File: src/rtl/sfce_pkg.sv
`timescale 1ns/1ps
package sfce_pkg;
  localparam int NB = 4;   // bytes per data word
  localparam int CW = 3;   // byte count field width
  localparam int TW = 4;   // frame byte index width

  localparam logic [7:0] OP_RDSR = 8'h05;
  localparam logic [7:0] OP_WREN = 8'h06;

  localparam int W_CTRL = 1;
  localparam int W_STAT = 2;
  localparam int W_TXD  = 3;
  localparam int W_RXD  = 4;

  localparam int B_SEND = 7;
  localparam int B_RDSR = 10;
  localparam int B_WREN = 11;
  localparam int B_BANK = 12;
  localparam int B_DONE = 8;

  typedef enum logic [1:0] {K_SEND, K_RDSR, K_WREN} kind_e;
  typedef enum logic [2:0] {S_IDLE, S_LEAD, S_LOW, S_HIGH, S_DONE} sh_state_e;

  function automatic logic [CW-1:0] clamp_cnt(input logic [CW-1:0] v);
    return (v > CW'(NB)) ? CW'(NB) : v;
  endfunction
endpackage

File: src/rtl/sfce_shifter.sv
`timescale 1ns/1ps
module sfce_shifter
  import sfce_pkg::*;
#(
  parameter int HALF_DIV = 2
) (
  input  logic              clk_i,
  input  logic              rst_ni,
  input  logic              start_i,
  input  logic [8*NB-1:0]   tx_word_i,
  input  logic [CW-1:0]     tx_cnt_i,
  input  logic [CW-1:0]     rx_cnt_i,
  input  logic              miso_i,
  output logic              busy_o,
  output logic              frame_o,
  output logic              sck_o,
  output logic              mosi_o,
  output logic              done_o,
  output logic [8*NB-1:0]   rx_word_o
);
  localparam int DW = (HALF_DIV > 1) ? $clog2(HALF_DIV) : 1;
  localparam logic [DW-1:0] DIV_LOAD = DW'(HALF_DIV - 1);

  sh_state_e        state_q;
  logic [DW-1:0]    div_q;
  logic [2:0]       bit_q;
  logic [TW-1:0]    byte_q;
  logic [8*NB-1:0]  tx_q;
  logic [CW-1:0]    ntx_q, nrx_q;
  logic [7:0]       sh_rx_q;
  logic [8*NB-1:0]  rx_q;

  logic [TW-1:0] total, rx_idx;
  logic [7:0]    cur_byte;

  assign total  = TW'(ntx_q) + TW'(nrx_q);
  assign rx_idx = byte_q - TW'(ntx_q);

  always_comb begin
    cur_byte = '0;
    for (int k = 0; k < NB; k++)
      if (byte_q == TW'(k)) cur_byte = tx_q[8*k +: 8];
    if (byte_q >= TW'(ntx_q)) cur_byte = '0;  // dummy bytes during receive
  end

  assign frame_o   = (state_q == S_LEAD) || (state_q == S_LOW) || (state_q == S_HIGH);
  assign busy_o    = (state_q != S_IDLE);
  assign done_o    = (state_q == S_DONE);
  assign sck_o     = (state_q != S_LOW);
  assign mosi_o    = frame_o & cur_byte[3'd7 - bit_q];
  assign rx_word_o = rx_q;

  always_ff @(posedge clk_i or negedge rst_ni) begin
    if (!rst_ni) begin
      state_q <= S_IDLE;
      div_q   <= '0;
      bit_q   <= '0;
      byte_q  <= '0;
      tx_q    <= '0;
      ntx_q   <= '0;
      nrx_q   <= '0;
      sh_rx_q <= '0;
      rx_q    <= '0;
    end else begin
      unique case (state_q)
        S_IDLE: if (start_i) begin
          tx_q    <= tx_word_i;
          ntx_q   <= tx_cnt_i;
          nrx_q   <= rx_cnt_i;
          rx_q    <= '0;
          bit_q   <= '0;
          byte_q  <= '0;
          div_q   <= DIV_LOAD;
          state_q <= S_LEAD;
        end
        S_LEAD: begin
          if (div_q == '0) begin
            div_q   <= DIV_LOAD;
            state_q <= S_LOW;
          end else div_q <= div_q - 1'b1;
        end
        S_LOW: begin
          if (div_q == '0) begin
            div_q   <= DIV_LOAD;
            sh_rx_q <= {sh_rx_q[6:0], miso_i};  // rising edge sample
            state_q <= S_HIGH;
          end else div_q <= div_q - 1'b1;
        end
        S_HIGH: begin
          if (div_q == '0) begin
            div_q <= DIV_LOAD;
            if (bit_q == 3'd7) begin
              bit_q <= '0;
              if (byte_q >= TW'(ntx_q))
                for (int k = 0; k < NB; k++)
                  if (rx_idx == TW'(k)) rx_q[8*k +: 8] <= sh_rx_q;
              if (byte_q == total - 1'b1) state_q <= S_DONE;
              else begin
                byte_q  <= byte_q + 1'b1;
                state_q <= S_LOW;
              end
            end else begin
              bit_q   <= bit_q + 1'b1;
              state_q <= S_LOW;
            end
          end else div_q <= div_q - 1'b1;
        end
        S_DONE:  state_q <= S_IDLE;
        default: state_q <= S_IDLE;
      endcase
    end
  end
endmodule

File: src/rtl/sfce_regs.sv
`timescale 1ns/1ps
module sfce_regs
  import sfce_pkg::*;
#(
  parameter int AW = 5,
  parameter int BW = 2
) (
  input  logic             clk_i,
  input  logic             rst_ni,
  input  logic             req_i,
  input  logic             we_i,
  input  logic [AW-1:0]    addr_i,
  input  logic [31:0]      wdata_i,
  output logic [31:0]      rdata_o,
  input  logic             busy_i,
  input  logic             done_i,
  input  logic [8*NB-1:0]  rx_word_i,
  output logic             start_o,
  output logic [8*NB-1:0]  tx_word_o,
  output logic [CW-1:0]    tx_cnt_o,
  output logic [CW-1:0]    rx_cnt_o,
  output logic [BW-1:0]    bank_o,
  output logic             done_flag_o
);
  localparam int WW = AW - 2;

  logic [WW-1:0]   word;
  logic            wr, ctrl_wr;
  logic [CW-1:0]   txc_q, rxc_q, tx_eff, rx_eff;
  logic [BW-1:0]   bank_q;
  logic [8*NB-1:0] txd_q, rxd_q;
  logic [7:0]      stat_q;
  logic            done_q;
  kind_e           kind_q, kind_n;

  assign word    = addr_i[AW-1:2];
  assign wr      = req_i & we_i;
  assign ctrl_wr = wr && (word == WW'(W_CTRL)) && !busy_i;
  assign tx_eff  = clamp_cnt(wdata_i[2:0]);
  assign rx_eff  = clamp_cnt(wdata_i[6:4]);

  // launch decode, priority: read-status, write-enable, send
  always_comb begin
    start_o   = 1'b0;
    kind_n    = K_SEND;
    tx_word_o = txd_q;
    tx_cnt_o  = tx_eff;
    rx_cnt_o  = rx_eff;
    if (ctrl_wr) begin
      if (wdata_i[B_RDSR]) begin
        start_o   = 1'b1;
        kind_n    = K_RDSR;
        tx_word_o = {{(8*NB-8){1'b0}}, OP_RDSR};
        tx_cnt_o  = CW'(1);
        rx_cnt_o  = CW'(1);
      end else if (wdata_i[B_WREN]) begin
        start_o   = 1'b1;
        kind_n    = K_WREN;
        tx_word_o = {{(8*NB-8){1'b0}}, OP_WREN};
        tx_cnt_o  = CW'(1);
        rx_cnt_o  = '0;
      end else if (wdata_i[B_SEND] && ((tx_eff != '0) || (rx_eff != '0))) begin
        start_o = 1'b1;
      end
    end
  end

  always_ff @(posedge clk_i or negedge rst_ni) begin
    if (!rst_ni) begin
      txc_q  <= '0;
      rxc_q  <= '0;
      bank_q <= '0;
      txd_q  <= '0;
      rxd_q  <= '0;
      stat_q <= '0;
      done_q <= 1'b0;
      kind_q <= K_SEND;
    end else begin
      if (ctrl_wr) begin
        txc_q  <= tx_eff;
        rxc_q  <= rx_eff;
        bank_q <= wdata_i[B_BANK +: BW];
      end
      if (start_o) kind_q <= kind_n;
      if (wr && (word == WW'(W_TXD))) txd_q <= wdata_i;
      if (done_i) begin
        if (kind_q == K_SEND) rxd_q  <= rx_word_i;
        if (kind_q == K_RDSR) stat_q <= rx_word_i[7:0];
      end
      if (done_i) done_q <= 1'b1;
      else if (wr && (word == WW'(W_STAT)) && !wdata_i[B_DONE]) done_q <= 1'b0;
    end
  end

  always_comb begin
    rdata_o = '0;
    case (word)
      WW'(W_CTRL): begin
        rdata_o[2:0]           = txc_q;
        rdata_o[6:4]           = rxc_q;
        rdata_o[B_BANK +: BW]  = bank_q;
      end
      WW'(W_STAT): rdata_o = {23'b0, done_q, stat_q};
      WW'(W_TXD):  rdata_o = txd_q;
      WW'(W_RXD):  rdata_o = rxd_q;
      default:     rdata_o = '0;
    endcase
  end

  assign bank_o      = bank_q;
  assign done_flag_o = done_q;
endmodule

File: src/rtl/sfce_csdec.sv
`timescale 1ns/1ps
module sfce_csdec #(
  parameter int NUM_BANKS = 4,
  parameter int BW = 2
) (
  input  logic [BW-1:0]        bank_i,
  input  logic                 frame_i,
  output logic [NUM_BANKS-1:0] cs_no
);
  for (genvar b = 0; b < NUM_BANKS; b++) begin : g_cs
    assign cs_no[b] = ~(frame_i && (bank_i == BW'(b)));
  end
endmodule

File: src/rtl/sfce_top.sv
`timescale 1ns/1ps
module sfce_top
  import sfce_pkg::*;
#(
  parameter int HALF_DIV  = 2,
  parameter int NUM_BANKS = 4,
  parameter int AW        = 5
) (
  input  logic                 clk_i,
  input  logic                 rst_ni,
  input  logic                 req_i,
  input  logic                 we_i,
  input  logic [AW-1:0]        addr_i,
  input  logic [31:0]          wdata_i,
  output logic [31:0]          rdata_o,
  output logic                 sck_o,
  output logic                 mosi_o,
  input  logic                 miso_i,
  output logic [NUM_BANKS-1:0] cs_no
);
  localparam int BW = $clog2(NUM_BANKS);

  logic            start, busy, frame, sh_done, done_flag;
  logic [8*NB-1:0] tx_word, rx_word;
  logic [CW-1:0]   tx_cnt, rx_cnt;
  logic [BW-1:0]   bank;

  sfce_regs #(.AW(AW), .BW(BW)) u_regs (
    .clk_i, .rst_ni, .req_i, .we_i, .addr_i, .wdata_i, .rdata_o,
    .busy_i(busy), .done_i(sh_done), .rx_word_i(rx_word),
    .start_o(start), .tx_word_o(tx_word), .tx_cnt_o(tx_cnt), .rx_cnt_o(rx_cnt),
    .bank_o(bank), .done_flag_o(done_flag)
  );

  sfce_shifter #(.HALF_DIV(HALF_DIV)) u_shift (
    .clk_i, .rst_ni, .start_i(start), .tx_word_i(tx_word),
    .tx_cnt_i(tx_cnt), .rx_cnt_i(rx_cnt), .miso_i,
    .busy_o(busy), .frame_o(frame), .sck_o, .mosi_o,
    .done_o(sh_done), .rx_word_o(rx_word)
  );

  sfce_csdec #(.NUM_BANKS(NUM_BANKS), .BW(BW)) u_cs (
    .bank_i(bank), .frame_i(frame), .cs_no
  );
endmodule

File: config.mk
export PLATFORM = sky130hd
export DESIGN_NAME = sfce_top
export DESIGN_NICKNAME = d
export VERILOG_FILES = /design/src/rtl/sfce_pkg.sv /design/src/rtl/sfce_shifter.sv /design/src/rtl/sfce_regs.sv /design/src/rtl/sfce_csdec.sv /design/src/rtl/sfce_top.sv
export SDC_FILE = /design/constraint.sdc
export NUM_CORES = 1
export LEC_CHECK = 0
export ABC_CLOCK_PERIOD_IN_PS = 4300
export BUFFER_PORTS_ARGS = -buffer_cell sky130_fd_sc_hd__buf_4
export CORE_UTILIZATION = 55
export CTS_CLUSTER_DIAMETER = 200
export DETAILED_ROUTE_END_ITERATION = 10
export PLACE_DENSITY = 0.83
export SYNTH_ARGS = -nofsm -noshare
export SYNTH_HDL_FRONTEND = slang
export SYNTH_SLANG_ARGS = --single-unit
File: constraint.sdc
create_clock -name clk_i -period 4.3 [get_ports clk_i]
set_input_delay 0.43 -clock clk_i [delete_from_list [all_inputs] [get_ports clk_i]]
set_output_delay 0.43 -clock clk_i [all_outputs]
set_load 0.05 [all_outputs]
* After elaboration in Yosys (flattened, before gate mapping)
Index checks and enable logic that the tools add are counted.
Cells by class: $lt $le $gt $ge 4, bitwise gates (word level) 7, multiplexer cells 61, eq/ne operators 32, reduce and logical (&&, ||, !) cells 39, $add $sub $neg 7
Operators by type and width (number):
- 2-to-1 mux 32 bit | 7
- 2-to-1 mux 8 bit | 9
- one-hot mux 32 bit (2 select lines) | 1
- 2-to-1 mux 3 bit | 17
- one-hot mux 18 bit (2 select lines) | 1
- one-hot mux 3 bit (4 select lines) | 3
- AND reduction 6 bit | 4
- != test 2 bit, second input constant | 10
- == test 4 x 2 -> 1 bit, second input constant | 4
- 2-to-1 mux 4 bit | 4
- one-hot mux 5 bit (3 select lines) | 1
- == test 3 x 2 -> 1 bit, second input constant | 4
- logical AND 1 bit | 10
- AND reduction 2 bit | 5
- == test 3 bit, second input constant | 3
- 2-to-1 mux 1 bit | 9
- nonzero test 3 bit | 3
- == test 4 x 1 -> 1 bit, second input constant | 2
- zero test 4 bit | 2
- one-hot mux 4 bit (2 select lines) | 1
- == test 3 x 1 -> 1 bit, second input constant | 2
- greater-than comparator 3 bit, second input constant | 2
- 2-to-1 mux 2 bit | 3
- one-hot mux 2 bit (3 select lines) | 1
- other kinds (29) | 42
Word-level totals: input bits 42, bits in registers 172, logic and storage cells 170, output and inout bits 38

* Longest topological paths before layout
depth after elaboration 11, gate-level depth with buffers 12, depth with buffers taken out 11

* By module
A second synthesis with hierarchy kept.
Unflattened totals: cell total of the unflattened synthesis 693, area, all modules 8289.2 µm²
By module, submodules not included:
- sfce_shifter | cells an instance 366, area an instance 4287.9 µm², times used 1, sequential area each 2227.1 µm²
- sfce_regs | cells an instance 323, area an instance 3972.6 µm², times used 1, sequential area each 2077.0 µm²
- sfce_csdec | cells an instance 4, area an instance 28.8 µm², times used 1, sequential area each 0.0 µm²

* Worst setup path before layout
Ideal clock, no wire load.
path type reg-to-output, start register u_shift.byte_q[0], end output mosi_o, cell stages (with the launch flop) 10, required time 3870 ps, path buffers 0, arrival 2594 ps, path slack 1276 ps, cells stage by stage dfrtp_1 > inv_1 > ha_1 > inv_1 > fa_1 > a21oi_1 > nor2b_1 > nor4b_1 > o311ai_0 > o22ai_1
Between the ends: cells in the longest elaborated chain, start to end 9, elaborated cells between the ends (all ways) 13, classes of those cells order compare (1); eq/ne (3); mux (7); bitwise (1); reduce/logical (1)
RTL lines:
- start, declared | line sfce_shifter.sv:27 | logic [TW-1:0] byte_q;
- start signal, assigned | line sfce_shifter.sv:99 | byte_q <= byte_q + 1'b1;
- zero test 4 bit | line sfce_shifter.sv:42 | if (byte_q == TW'(k)) cur_byte = tx_q[8*k +: 8];
- 2-to-1 mux 8 bit (4 in a row) | line sfce_shifter.sv:42
- 2-to-1 mux 8 bit * | line sfce_shifter.sv:43 | if (byte_q >= TW'(ntx_q)) cur_byte = '0;
- binary-select mux 1 bit (select 3 bit) * | line sfce_shifter.sv:50 | assign mosi_o = frame_o & cur_byte[3'd7 - bit_q];
- 2-to-1 mux 1 bit (implied by the code) * | line sfce_shifter.sv:50
- bitwise AND 1 bit * | line sfce_shifter.sv:50
- end, declared | line sfce_top.sv:17 | output logic mosi_o,
Mark *: on every way between the ends. The rest lies on a longest branch, timed or not. The select of a mux whose other input is x is not followed.

* Final worst setup path
start register u_shift.byte_q[1], end output mosi_o
Same word-level chain as after synthesis.

==> flow_summary.ini <==
[run_status]
status = finished clean

[yosys]
syn_area_um2 = 7819
syn_inst = 641
synth-seq-area-share_pct = 55.05
ys_warn_count = 0
async_reset_ff_share_pct = 100.0
synth_cell_type_count = 56
synth-edff-count = 0
ys.flop_type = dfrtp_1
syn-num-nets = 698
synth_largest_area_cell = dfrtp_1
synth_top_cell_area_share_pct = 55.05
syn_avg_cell_area_um2 = 12.20
synth.top_cells.by_area = dfrtp_1, mux2_2, a22o_1
yosys_register_bits = 172

[worst_setup_path]
cp.depth = 8
arrival_ps = 2980
crit_family = simple AND/OR/NAND/NOR gates
critPathSlowestCell = dfrtp_1
end_kind = output port
startpoint_type = flop
cp_max_fo = 9
critPathRequiredTime_ps = 3870
crit_buf_inv = 2
slowest_delay_ps = 520
critPathKind = flop to output port
rr_worst_depth = 8
path_cells = inv_1 > ha_1 > nor2b_1 > a221oi_1 > nor4_1 > o311ai_0 > o22ai_1 > buf_4

[global_routing]
overflow = 0
grt_pass1_vias = 5732
antenna_found_initial = 0
top_usage_layer = met2
grt_max_degree = 99
use_met3_pct = 4.934
grt_use_met2_pct = 47.64
grt_pass1_wl_mm = 31.16
track_usage_pct = 28.60
use_met1_pct = 37.24

[timing]
slew_headroom_pct = 30.70
fin_crit_sh_pct = 79.26
tightest_slew_ps = 1031
fin_crit_ps = 3408
fmax_mhz = 293.4
rsz0062_at_grt = no
clock_skew_ps = 7.989
finalHoldViolCount = 0
tns_ps = 0
report.final.slew_viol_count = 0
setup_viol = 0

[power]
pwr-share-comb_pct = 23.0
power_density_nw_per_um2 = 522.6
p_sw_share_pct = 31.93
p_int_mw = 3.248
power.static_leakage_nw = 4.375
peakVddDrop_mv = 0.3466
clkPwrFrac_pct = 32.8
power_switching_mw = 1.523
seqPwrFrac_pct = 44.3

[cells_and_area]
layout_common_cells = dfrtp_1, mux2_2, buf_4
finish.utilization_pct = 65.77
drive_gt1_share_pct = 29.75
layout_commonest_cell = dfrtp_1
n_antenna_cell = 0
nets = 762
fill_cells = 995
areaGrowthSynthToFinish_pct = 16.75

[clocking]
clk_latency_ps = 430
clkSinkCount = 172
cts-resized-gates = 0
clk_path_buf_depth = 2
hold_buffers = 0
clk_pin_slew_worst_paths_ps = 60
cts-buffers-inserted = 17
root_buffer = clkbuf_16
cts_tree = built
htree_levels = 4
cts_setup_buffers = 0

[floorplanning]
die_w_um = 121.2
core_um2 = 13880
start_util_pct = 56.33
io_pins = 80
dieHeight_um = 121.2
rows = 43
dieArea_um2 = 14700

[route]
drtPass1Iterations = 5
ant_nets = 0
num_vias = 5637
wl_mm = 19.40
viasPerCell = 6.291
drt_iter0_markers = 478
wire_per_inst_um = 21.65
drc = 0

[placement]
dp_hpwl_mm = 13.35
port_buffers = 77
gp_congestion = 0.9387

[job]
drv_cap = 0

[worst_hold_path]
hp-class = input port to async pin
[through the flow]
| stage | power, mW | instances | hold slack (ps) | instance area [um2] | setup WS (ps) |
|---|---|---|---|---|---|
| after floorplan | 2.807 | 641 | 134.4 | 7819 | 1276 |
| after CTS | 4.759 | 896 | 116.8 | 9129 | 878.9 |
| after detailed placement | 3.177 | 866 | 463.9 | 8529 | 1286 |
| after global placement | 3.111 | 866 | 449.7 | 8529 | 1339 |
| after global routing | 4.960 | 896 | 161.0 | 9129 | 693.3 |
| final | 4.771 | 896 | 84.05 | 9129 | 891.8 |
[synth_stat cells, drive strengths merged, types with 5 or more instances]
cell       n
nand2     59
a22oi     11
nor3       5
nor2      15
mux2i     16
a22o      61
and3      11
mux2      89
dfrtp    172
buf       15
o2bb2ai    7
o22ai     12
clkbuf    26
o21ai     18
nand3      5
nand3b     5
a221oi     8
ha        13
and2       5
nand2b     6
nor4       6
inv       19
nor2b     10
or2        5
[kinds of logic (layout without fill, tap and decap cells)]
kind of cell | after synthesis | after routing | synth area share [%]
buffers and inverters | 60 | 135 | 3.104
XOR/XNOR | 6 | 6 | 0.8482
flip-flops | 172 | 172 | 55.05
multiplexers | 105 | 105 | 14.87
adder cells (fa/ha/maj) | 15 | 15 | 2.592
AO/OA/AOI/OAI | 143 | 143 | 14.48
AND/OR/NAND/NOR | 140 | 140 | 9.057
[worst reg2reg max path: cells and delay by family, from the launching register on]
kind                       cells  cell delay, ps
adders and majority gates      2             630
and+or+nand+nor                3            1450
DFF                            1             460
muxes                          1             290
buffers and inverters          2             210
[registers in the layout, summed over array words and instances (netlist names), 4 cells and up]
name / flops
u_regs.rxd_q: 32
u_regs.stat_q: 8
u_regs.txd_q: 32
u_shift.byte_q: 4
u_shift.rx_word_o: 32
u_shift.sh_rx_q: 8
u_shift.tx_q: 32
[routing by layer]
metal | up-vias | share of wire (%)
li1 | 2475 | -
met1 | 2926 | 41
met2 | 196 | 51
met3 | 40 | 5.1
met4 | 0 | 2.7
met5 | - | 0
[worst paths after layout]
| path | start | end | slack, ps |
|---|---|---|---|
| min in group clk_i | miso_i | u_shift.sh_rx_q[0]$_DFFE_PN0P_ | 230 |
| setup reg to reg | u_shift.byte_q[0]$_DFFE_PN0P_ | u_shift.rx_word_o[8]$_DFFE_PN0P_ | 1160 |
| hold / removal | rst_ni | u_regs.rxc_q[1]$_DFFE_PN0P_ | 80 |
| max in group asynchronous | rst_ni | u_regs.stat_q[3]$_DFFE_PN0P_ | 3170 |
| setup / recovery | u_shift.byte_q[1]$_DFFE_PN0P_ | mosi_o | 890 |
| hold reg to reg | u_shift.nrx_q[1]$_DFFE_PN0P_ | u_shift.nrx_q[1]$_DFFE_PN0P_ | 490 |
[power by group through the flow]
| stage | clock network [mW] | registers, mW | logic (mW) |
|---|---|---|---|
| after CTS | 1.57 | 2.10 | 1.08 |
| after floorplan | 0 | 2.00 | 0.808 |
| after global placement | 0 | 2.10 | 1.01 |
| final | 1.56 | 2.11 | 1.10 |
| after detailed placement | 0 | 2.12 | 1.05 |
| after global routing | 1.64 | 2.14 | 1.19 |
[layout make-up]
type | count | area, um2 | area share (%)
clock buffer | 20 | 456.7 | 5.003
clock inverter | 10 | 142.6 | 1.563
inverter | 19 | 71.32 | 0.7812
multi-input combinational | 409 | 3279 | 35.92
sequential | 172 | 4304 | 47.15
tap | 180 | 225.2 | 2.467
timing repair buffer | 86 | 649.4 | 7.113
(Power assumes the default switching activity.)
